### src/rtl/mirror_pkg.sv
package mirror_pkg;

  typedef enum logic [1:0] {
    MIR_ALL  = 2'd0,
    MIR_TEXT = 2'd1,
    MIR_GFX  = 2'd2,
    MIR_NONE = 2'd3
  } mir_mode_e;

  // Inclusive window test on widened addresses.
  function automatic logic in_window(input int unsigned a,
                                     input int unsigned lo,
                                     input int unsigned hi);
    return (a >= lo) && (a <= hi);
  endfunction

  // Policy decision for an address that is not an I/O hit.
  function automatic logic policy_hit(input mir_mode_e m,
                                      input logic txt_hit,
                                      input logic gfx_hit);
    logic r;
    case (m)
      MIR_ALL:  r = 1'b1;
      MIR_TEXT: r = txt_hit;
      MIR_GFX:  r = gfx_hit;
      default:  r = 1'b0;
    endcase
    return r;
  endfunction

endpackage

### src/rtl/mirror_mode_reg.sv
module mirror_mode_reg
  import mirror_pkg::*;
(
  input  logic      clk,
  input  logic      rst_n,
  input  logic      we,
  input  logic [1:0] wdata,
  output mir_mode_e mode
);

  always_ff @(posedge clk) begin
    if (!rst_n)  mode <= MIR_ALL;
    else if (we) mode <= mir_mode_e'(wdata);
  end

endmodule

### src/rtl/mirror_region_dec.sv
module mirror_region_dec
  import mirror_pkg::*;
#(
  parameter int ADDR_W = 16,
  parameter int unsigned IO_LO  = 32'hD000,
  parameter int unsigned IO_HI  = 32'hDFFF,
  parameter int unsigned TXT_LO = 32'h0400,
  parameter int unsigned TXT_HI = 32'h07FF,
  parameter int unsigned BMP_LO = 32'hA000,
  parameter int unsigned BMP_HI = 32'hBFFF,
  parameter int unsigned CMX_LO = 32'h8C00,
  parameter int unsigned CMX_HI = 32'h8FFF
) (
  input  mir_mode_e         mode,
  input  logic              io_visible,
  input  logic [ADDR_W-1:0] addr,
  output logic              io_hit,
  output logic              mirrored
);

  localparam int PAD_W = 32 - ADDR_W;

  int unsigned a_w;
  logic txt_hit, gfx_hit;

  always_comb begin
    a_w      = {{PAD_W{1'b0}}, addr};
    io_hit   = io_visible && in_window(a_w, IO_LO, IO_HI);
    txt_hit  = in_window(a_w, TXT_LO, TXT_HI);
    gfx_hit  = in_window(a_w, BMP_LO, BMP_HI) || in_window(a_w, CMX_LO, CMX_HI);
    mirrored = io_hit || policy_hit(mode, txt_hit, gfx_hit);
  end

endmodule

### src/rtl/mirror_post_buf.sv
module mirror_post_buf #(
  parameter int ADDR_W = 16,
  parameter int DATA_W = 8
) (
  input  logic              clk,
  input  logic              rst_n,
  input  logic              st_valid,
  input  logic              st_mirrored,
  input  logic [ADDR_W-1:0] st_addr,
  input  logic [DATA_W-1:0] st_data,
  input  logic              host_strobe,
  output logic              st_stall,
  output logic              capture,
  output logic              drain,
  output logic              host_wr,
  output logic [ADDR_W-1:0] host_addr,
  output logic [DATA_W-1:0] host_data
);

  logic full;

  always_comb begin
    drain    = full && host_strobe;
    st_stall = st_valid && st_mirrored && full && !drain;
    capture  = st_valid && st_mirrored && !st_stall;
    host_wr  = full;
  end

  always_ff @(posedge clk) begin
    if (!rst_n) begin
      full      <= 1'b0;
      host_addr <= '0;
      host_data <= '0;
    end else begin
      if (capture) begin
        full      <= 1'b1;
        host_addr <= st_addr;
        host_data <= st_data;
      end else if (drain) begin
        full <= 1'b0;
      end
    end
  end

  assert_capture_loads_R6: assert property (@(posedge clk) disable iff (!rst_n)
    capture |=> host_wr && host_addr == $past(st_addr) && host_data == $past(st_data));

  assert_hold_pending_R7: assert property (@(posedge clk) disable iff (!rst_n)
    host_wr && !host_strobe |=> host_wr && $stable(host_addr) && $stable(host_data));

  assert_stall_keeps_full_R7: assert property (@(posedge clk) disable iff (!rst_n)
    st_stall |=> host_wr);

  assert_drain_empties_R8: assert property (@(posedge clk) disable iff (!rst_n)
    drain && !capture |=> !host_wr);

endmodule

### src/rtl/mirror_wbuf.sv
module mirror_wbuf
  import mirror_pkg::*;
#(
  parameter int ADDR_W = 16,
  parameter int DATA_W = 8
) (
  input  logic              clk,
  input  logic              rst_n,
  input  logic              st_valid,
  input  logic [ADDR_W-1:0] st_addr,
  input  logic [DATA_W-1:0] st_data,
  output logic              st_stall,
  input  logic              cfg_we,
  input  logic [1:0]        cfg_wdata,
  output logic [1:0]        cfg_mode,
  input  logic              io_visible,
  input  logic              host_strobe,
  output logic              host_wr,
  output logic [ADDR_W-1:0] host_addr,
  output logic [DATA_W-1:0] host_data
);

  mir_mode_e mode;
  logic      io_hit, mirrored, capture, drain;

  mirror_mode_reg u_mode (
    .clk   (clk),
    .rst_n (rst_n),
    .we    (cfg_we),
    .wdata (cfg_wdata),
    .mode  (mode)
  );

  mirror_region_dec #(.ADDR_W(ADDR_W)) u_dec (
    .mode       (mode),
    .io_visible (io_visible),
    .addr       (st_addr),
    .io_hit     (io_hit),
    .mirrored   (mirrored)
  );

  mirror_post_buf #(.ADDR_W(ADDR_W), .DATA_W(DATA_W)) u_buf (
    .clk         (clk),
    .rst_n       (rst_n),
    .st_valid    (st_valid),
    .st_mirrored (mirrored),
    .st_addr     (st_addr),
    .st_data     (st_data),
    .host_strobe (host_strobe),
    .st_stall    (st_stall),
    .capture     (capture),
    .drain       (drain),
    .host_wr     (host_wr),
    .host_addr   (host_addr),
    .host_data   (host_data)
  );

  assign cfg_mode = mode;

  assert_none_only_io_R2: assert property (@(posedge clk) disable iff (!rst_n)
    capture && mode == MIR_NONE |=> host_wr && host_addr[ADDR_W-1 -: 4] == 4'hD);

  assert_cfg_load_R1: assert property (@(posedge clk) disable iff (!rst_n)
    cfg_we |=> cfg_mode == $past(cfg_wdata));

  assert_reset_empty_R9: assert property (@(posedge clk)
    $rose(rst_n) |-> !host_wr && !st_stall);

  assert_write_on_strobe_R8: assert property (@(posedge clk) disable iff (!rst_n)
    host_wr && !capture && host_strobe |=> !host_wr);

endmodule

### config.mk
export PLATFORM = sky130hd
export DESIGN_NAME = mirror_wbuf
export DESIGN_NICKNAME = d
export VERILOG_FILES = /design/src/rtl/mirror_pkg.sv /design/src/rtl/mirror_mode_reg.sv /design/src/rtl/mirror_region_dec.sv /design/src/rtl/mirror_post_buf.sv /design/src/rtl/mirror_wbuf.sv
export SDC_FILE = /design/constraint.sdc
export NUM_CORES = 1
export LEC_CHECK = 0
export BUFFER_PORTS_ARGS = -buffer_cell sky130_fd_sc_hd__clkbuf_2
export CAP_MARGIN = 20
export CORE_ASPECT_RATIO = 2
export CORE_MARGIN = 2
export CORE_UTILIZATION = 40
export CTS_CLUSTER_SIZE = 20
export DETAILED_ROUTE_END_ITERATION = 12
export GPL_TIMING_DRIVEN = 0
export PLACE_DENSITY_LB_ADDON = 0.05
export SLEW_MARGIN = 25
export SYNTH_ARGS = -nofsm -noshare
export SYNTH_HDL_FRONTEND = slang
export SYNTH_SLANG_ARGS = --single-unit
export TNS_END_PERCENT = 30
### constraint.sdc
create_clock -name clk -period 1.6 [get_ports clk]
set_input_delay 0.32 -clock clk [delete_from_list [all_inputs] [get_ports clk]]
set_output_delay 0.32 -clock clk [all_outputs]
set_load 0.005 [all_outputs]
# [Word-level counts from Yosys, hierarchy flattened]
# Cells that the tools add are included.
[word_totals] regBits=27 latchBits=0 mem_bits_rw=0 mem_bits_ro=0 inputBits=32 output_inout_bits=28 elab_cells=33 memories=0
[classes] addsub=0 mul=0 n_div=0 magnitude_cmp=8 eq_ne=2 n_shift=0 n_mux=3 bitwise_logic=0 n_reduce_logical=16
[op_table] operator="16-bit greater-or-equal comparator, second input constant" n=3
[op_table] operator="16-bit less-or-equal comparator, second input constant" n=3
[op_table] operator="16-bit by 11-bit greater-or-equal comparator with 1-bit output, second input constant" n=1
[op_table] operator="16-bit by 11-bit less-or-equal comparator with 1-bit output, second input constant" n=1
[op_table] operator="1-bit logical AND" n=10
[op_table] operator="1-bit one-hot mux with 3 select lines" n=1
[op_table] operator="2-bit by 1-bit == test with 1-bit output, second input constant" n=1
[op_table] operator="2-bit == test, second input constant" n=1
[op_table] operator="1-bit logical NOT" n=2
[op_table] operator="2-bit logical NOT" n=1
[op_table] operator="1-bit logical OR" n=2
[op_table] operator="1-bit two-way mux" n=2
[op_table] operator="2-bit nonzero test" n=1

# [Longest topological paths before layout]
[logic_depth] depth_word=11 depth_mapped=6 ltp_nobuf=4

# [Hierarchy]
# Synthesis repeated with hierarchy kept, for this count alone.
[hier_totals] cells_unflattened=127 hier_area_um2=1159.9
[modules_own_cells] mod="mirror_post_buf" instances=1 cells_per_inst=111 area_each_um2=1018.5 seq_area_each_um2=500.5
[modules_own_cells] mod="mirror_mode_reg" instances=1 cells_per_inst=6 area_each_um2=72.6 seq_area_each_um2=40.0
[modules_own_cells] mod="mirror_region_dec" instances=1 cells_per_inst=10 area_each_um2=68.8 seq_area_each_um2=0.0

# [Worst setup path after synthesis]
# Ideal clock, no wire load.
[synth_path] path_kind="input -> register" startpoint="input port st_addr[12]" endpoint="register u_buf.host_addr[10]" setup_time_ps=72 arrival_ps=1657 t_required_ps=1528 slack_ps=-129 cell_stages=6 n_path_buf=2 path_cell_list="or4b_1 nor4_2 o311a_1 buf_6 buf_12 mux2i_1"
[synth_between] elab_chain_cells=10 elab_cells_between_ends=21 classes_between="order compare (8); mux (1); reduce/logical (12)"
[synth_lines] element="start: declaration" line_no="mirror_wbuf.sv:10" source="input logic [ADDR_W-1:0] st_addr,"
[synth_lines] element="16-bit greater-or-equal comparator or 16-bit less-or-equal comparator (tied branches)" line_no="mirror_pkg.sv:14" source="return (a >= lo) && (a <= hi);"
[synth_lines] element="1-bit logical AND" line_no="mirror_pkg.sv:14"
[synth_lines] element="1-bit logical OR" line_no="mirror_region_dec.sv:30" source="gfx_hit = in_window(a_w, BMP_LO, BMP_HI) || in_window(a_w, CMX_LO, CMX_HI);"
[synth_lines] element="1-bit one-hot mux with 3 select lines" line_no="mirror_pkg.sv:22" source="case (m)"
[synth_lines] element="1-bit logical OR *" line_no="mirror_region_dec.sv:31" source="mirrored = io_hit || policy_hit(mode, txt_hit, gfx_hit);"
[synth_lines] element="1-bit logical AND *" line_no="mirror_post_buf.sv:24, mirror_post_buf.sv:25"
[synth_lines] element="1-bit logical AND (2 in series)" line_no="mirror_post_buf.sv:24" source="st_stall = st_valid && st_mirrored && full && !drain;"
[synth_lines] element="1-bit logical NOT" line_no="mirror_post_buf.sv:25" source="capture = st_valid && st_mirrored && !st_stall;"
[synth_lines] element="1-bit logical AND *" line_no="mirror_post_buf.sv:25"
[synth_lines] element="end signal: assignment" line_no="mirror_post_buf.sv:37" source="host_addr <= st_addr;"
[synth_lines] element="end: declaration" line_no="mirror_post_buf.sv:16" source="output logic [ADDR_W-1:0] host_addr,"
# Mark *: on every way between the ends. The rest lies on a longest branch, timed or not.
# A chain may end at the register's enable or synchronous reset.

# [Worst setup path in the final report]
[layout_path] startpoint="register u_mode.mode[1]" endpoint="output port st_stall"
[layout_between] elab_chain_cells=6 elab_cells_between_ends=8 classes_between="eq/ne (2); mux (1); reduce/logical (5)"
[layout_lines] element="start: declaration" line_no="mirror_mode_reg.sv:8" source="output mir_mode_e mode"
[layout_lines] element="start signal: assignment" line_no="mirror_mode_reg.sv:13" source="else if (we) mode <= mir_mode_e'(wdata);"
[layout_lines] element="2-bit == test (tied with other cells)" line_no="mirror_pkg.sv:22"
[layout_lines] element="1-bit one-hot mux with 3 select lines *" line_no="mirror_pkg.sv:22"
[layout_lines] element="1-bit logical OR *" line_no="mirror_region_dec.sv:31"
[layout_lines] element="1-bit logical AND * (3 in series)" line_no="mirror_post_buf.sv:24"
[layout_lines] element="end: declaration" line_no="mirror_wbuf.sv:12" source="output logic st_stall,"
# Marks and branches as above.

==> impl_metrics.toml <==
[run_status]
run_status = "finished with violations"
violations = "setup timing"

[cells_and_area]
leading_cell_type_in_the_layout_fill_and_taps_excluded = "clkbuf_2"
finish.utilization_pct = 61.1
drive_gt1_share_pct = 41.0
layout_common_cells = "clkbuf_2 (58), nand2_1 (49), mux2i_1 (26), dfxtp_1 (26), buf_4 (5)"
insertedDiodeCount = 0
finish.net_count = 228
final-instance-count-excl-fill = 224
synthToLayoutAreaGrowth_pct = 43.5
final.fill_count = 277

[timing]
fmaxAchievable_mhz = 520
timing_hold_violations_final = 0
maxSlewViolCount = 0
rsz0062_at_grt = "true"
slew_headroom_pct = 75.0
timing.final.crit_share_pct = 120
setup_violations_final = 25
timing.hold.ws_ps = 265
finClkSkew_ps = 2.92
setup_ws_ps = -324
fin_crit_ps = 1920
total_neg_setup_slack_ps = -6900
transition_time_at_the_pin_with_the_least_slew_margin_ps = 370

[detailed_routing]
routed_wl_mm = 2.83
vias_post_dr = 1088
postRouteAntennaNets = 0
post-route-drc-count = 0
avgRoutedWirePerCell_um = 12.6
drt-initial-drc-count = 11
drt_pass1_iterations = 4
routed_via_density = 4.86

[placed_design]
dp_hpwl_mm = 2.16
dp_worst_setup_slack_ps = -358
numPlacedInstances = 212
place_congestion = 0.690
port_buffer_count = 58

[global_routing]
grt_antenna_before_repair = 0
grt_overflow = 0
globalRouteTotalUtil_pct = 17.7
first_global_vias = 1117
grt_first_pass_wirelength_mm = 4.69
grt_start_max_net_pins = 16

[synth]
synthesis.area_sq_um = 1180
ys_seq_area_share_pct = 45.8
ys_seq_elements = 27
ys_warn_count = 0
postSynthAreaPerCell_sq_um = 9.44
syn_inst = 125
ys_types = 20
mappedNetlistNets = 157

[worst_setup_path]
path_class = "flop to output pin"
crit_path_end_kind = "output pin"
crit_required_ps = 1280
crit_path_max_incr_delay_ps = 490
crit_slowest_cell = "or4b_4"
timing.critical_path.buf_inv = 1
critical_path.startpoint_type = "flop"
worst-path-max-fanout = 2
worst-endpoint-arrival_ps = 1600
critPathTopFamily = "simple AND/OR/NAND/NOR gates"
cp_cell_sequence = "or4b_4 > nor4_4 > o31ai_1 > nor2_1 > clkbuf_2"

[die]
die_h_um = 80.8
io_pins = 60
initial_utilization_pct = 42.6
rows = 27
die_width_um = 42.4
dieArea_sq_um = 3430
placeableCoreArea_sq_um = 2770

[clock_network]
cts-root-to-sink-buffers = 2
cts-root-buf = "clkbuf_8"
cts_tree = "built"
worst_skew_pair.late_latency_ps = 270
tritoncts_num_sinks = 27
cts_max_level = 1
tritoncts.num_buffers = 3
path_clk_slew_ps = 90

[flow_run]
maxCapViolations = 0

[pwr]
p_per_area_nw_per_um2 = 871
max-vdd-ir-drop_mv = 0.582
total_leakage_power_nw = 0.845

[min_path]
min_path_type = "primary input to flop"
-- flip-flops by register name (all words and copies together) (netlist names) --
signal           count
u_buf.host_addr     16
u_buf.host_data      8
u_mode.mode          2
u_buf.host_wr        1
-- worst register-to-register path, cell delays in order (launching register included) --
cell and delay [ps]:
dfxtp_2 340, or4b_4 490, nor4_4 160, buf_4 140, o311a_1 150, buf_6 130, bufbuf_16 260, mux2i_1 170
-- layout make-up --
class                   count  area (sq um)  share of cell area [%]
multi-input cells          89           566                    33.4
flip-flops and latches     27           542                    32.0
repair buffers             66           417                    24.6
plain buffers               9          86.3                    5.10
clock buffers               3          41.3                    2.44
well taps                  29          36.3                    2.14
clock inverters             1          5.00                   0.296
-- stage by stage --
step                cell area [sq um]  power, mW
finish                           1690       1.48
global route                     1690       1.56
CTS                              1650       1.48
detailed placement               1510       1.04
global placement                 1510       1.03
floorplan                        1180      0.923
-- per-layer routing --
| metal | vias to the layer above | share of wire, % | track usage (%) |
|---|---|---|---|
| met4 | 0 | 1.8 | 7.50 |
| met1 | 495 | 35 | 17.1 |
| met2 | 36 | 57 | 35.1 |
| met3 | 6 | 5.6 | 3.33 |
| met5 | - | 0 | 0 |
| li1 | 551 | - | - |
-- Yosys cell counts, drive strengths merged --
| library cell | n | area [sq um] |
|---|---|---|
| dlygate4sd1 | 1 | 8.76 |
| dfxtp | 27 | 541 |
| nor2 | 1 | 3.75 |
| nor4bb | 1 | 10.0 |
| or4b | 1 | 10.0 |
| o31ai | 1 | 7.51 |
| a221oi | 1 | 8.76 |
| mux2i | 26 | 260 |
| a21boi | 1 | 7.51 |
| nand2b | 2 | 12.5 |
| nor4 | 1 | 12.5 |
| nor2b | 3 | 18.8 |
| clkbuf | 1 | 3.75 |
| o311a | 1 | 10.0 |
| nand2 | 49 | 184 |
| nand3b | 1 | 7.51 |
| buf | 7 | 73.8 |
-- path summary, 6_finish.rpt --
path / end / slack, ps / start / depth (start not counted)
setup / recovery: st_stall / -320 / u_mode.mode[1]$_SDFFE_PN0P_ / 5
hold reg to reg: u_buf.host_addr[7]$_SDFFE_PN0P_ / 460 / u_buf.host_addr[7]$_SDFFE_PN0P_ / 2
hold / removal: u_buf.host_addr[9]$_SDFFE_PN0P_ / 260 / st_addr[9] / 3
setup reg to reg: u_buf.host_addr[15]$_SDFFE_PN0P_ / -310 / u_mode.mode[1]$_SDFFE_PN0P_ / 7
-- power by group --
| part | switching, mW | internal [mW] |
|---|---|---|
| Sequential | 0.0262 | 0.723 |
| Clock | 0.207 | 0.174 |
| Combinational | 0.137 | 0.208 |
| Total | 0.370 | 1.11 |
-- kinds of logic (layout without fill, tap and decap cells) --
family	Yosys count	in the layout	share of synthesized area, %
muxes	26	26	22.1
DFF	27	27	45.8
buffers and inverters	9	79	7.32
and+or+nand+nor	59	59	22.0
AOI/OAI and AO/OA	4	4	2.86
-- what timing repair did --
item,CTS,global route
cloned,2,0
resized for setup,1,3
setup buffers,4,2
endpoints found under the hold margin,0,0
setup endpoints to repair,25,25
pin swaps,1,0
hold buffers,0,0
(Power assumes the default switching activity.)
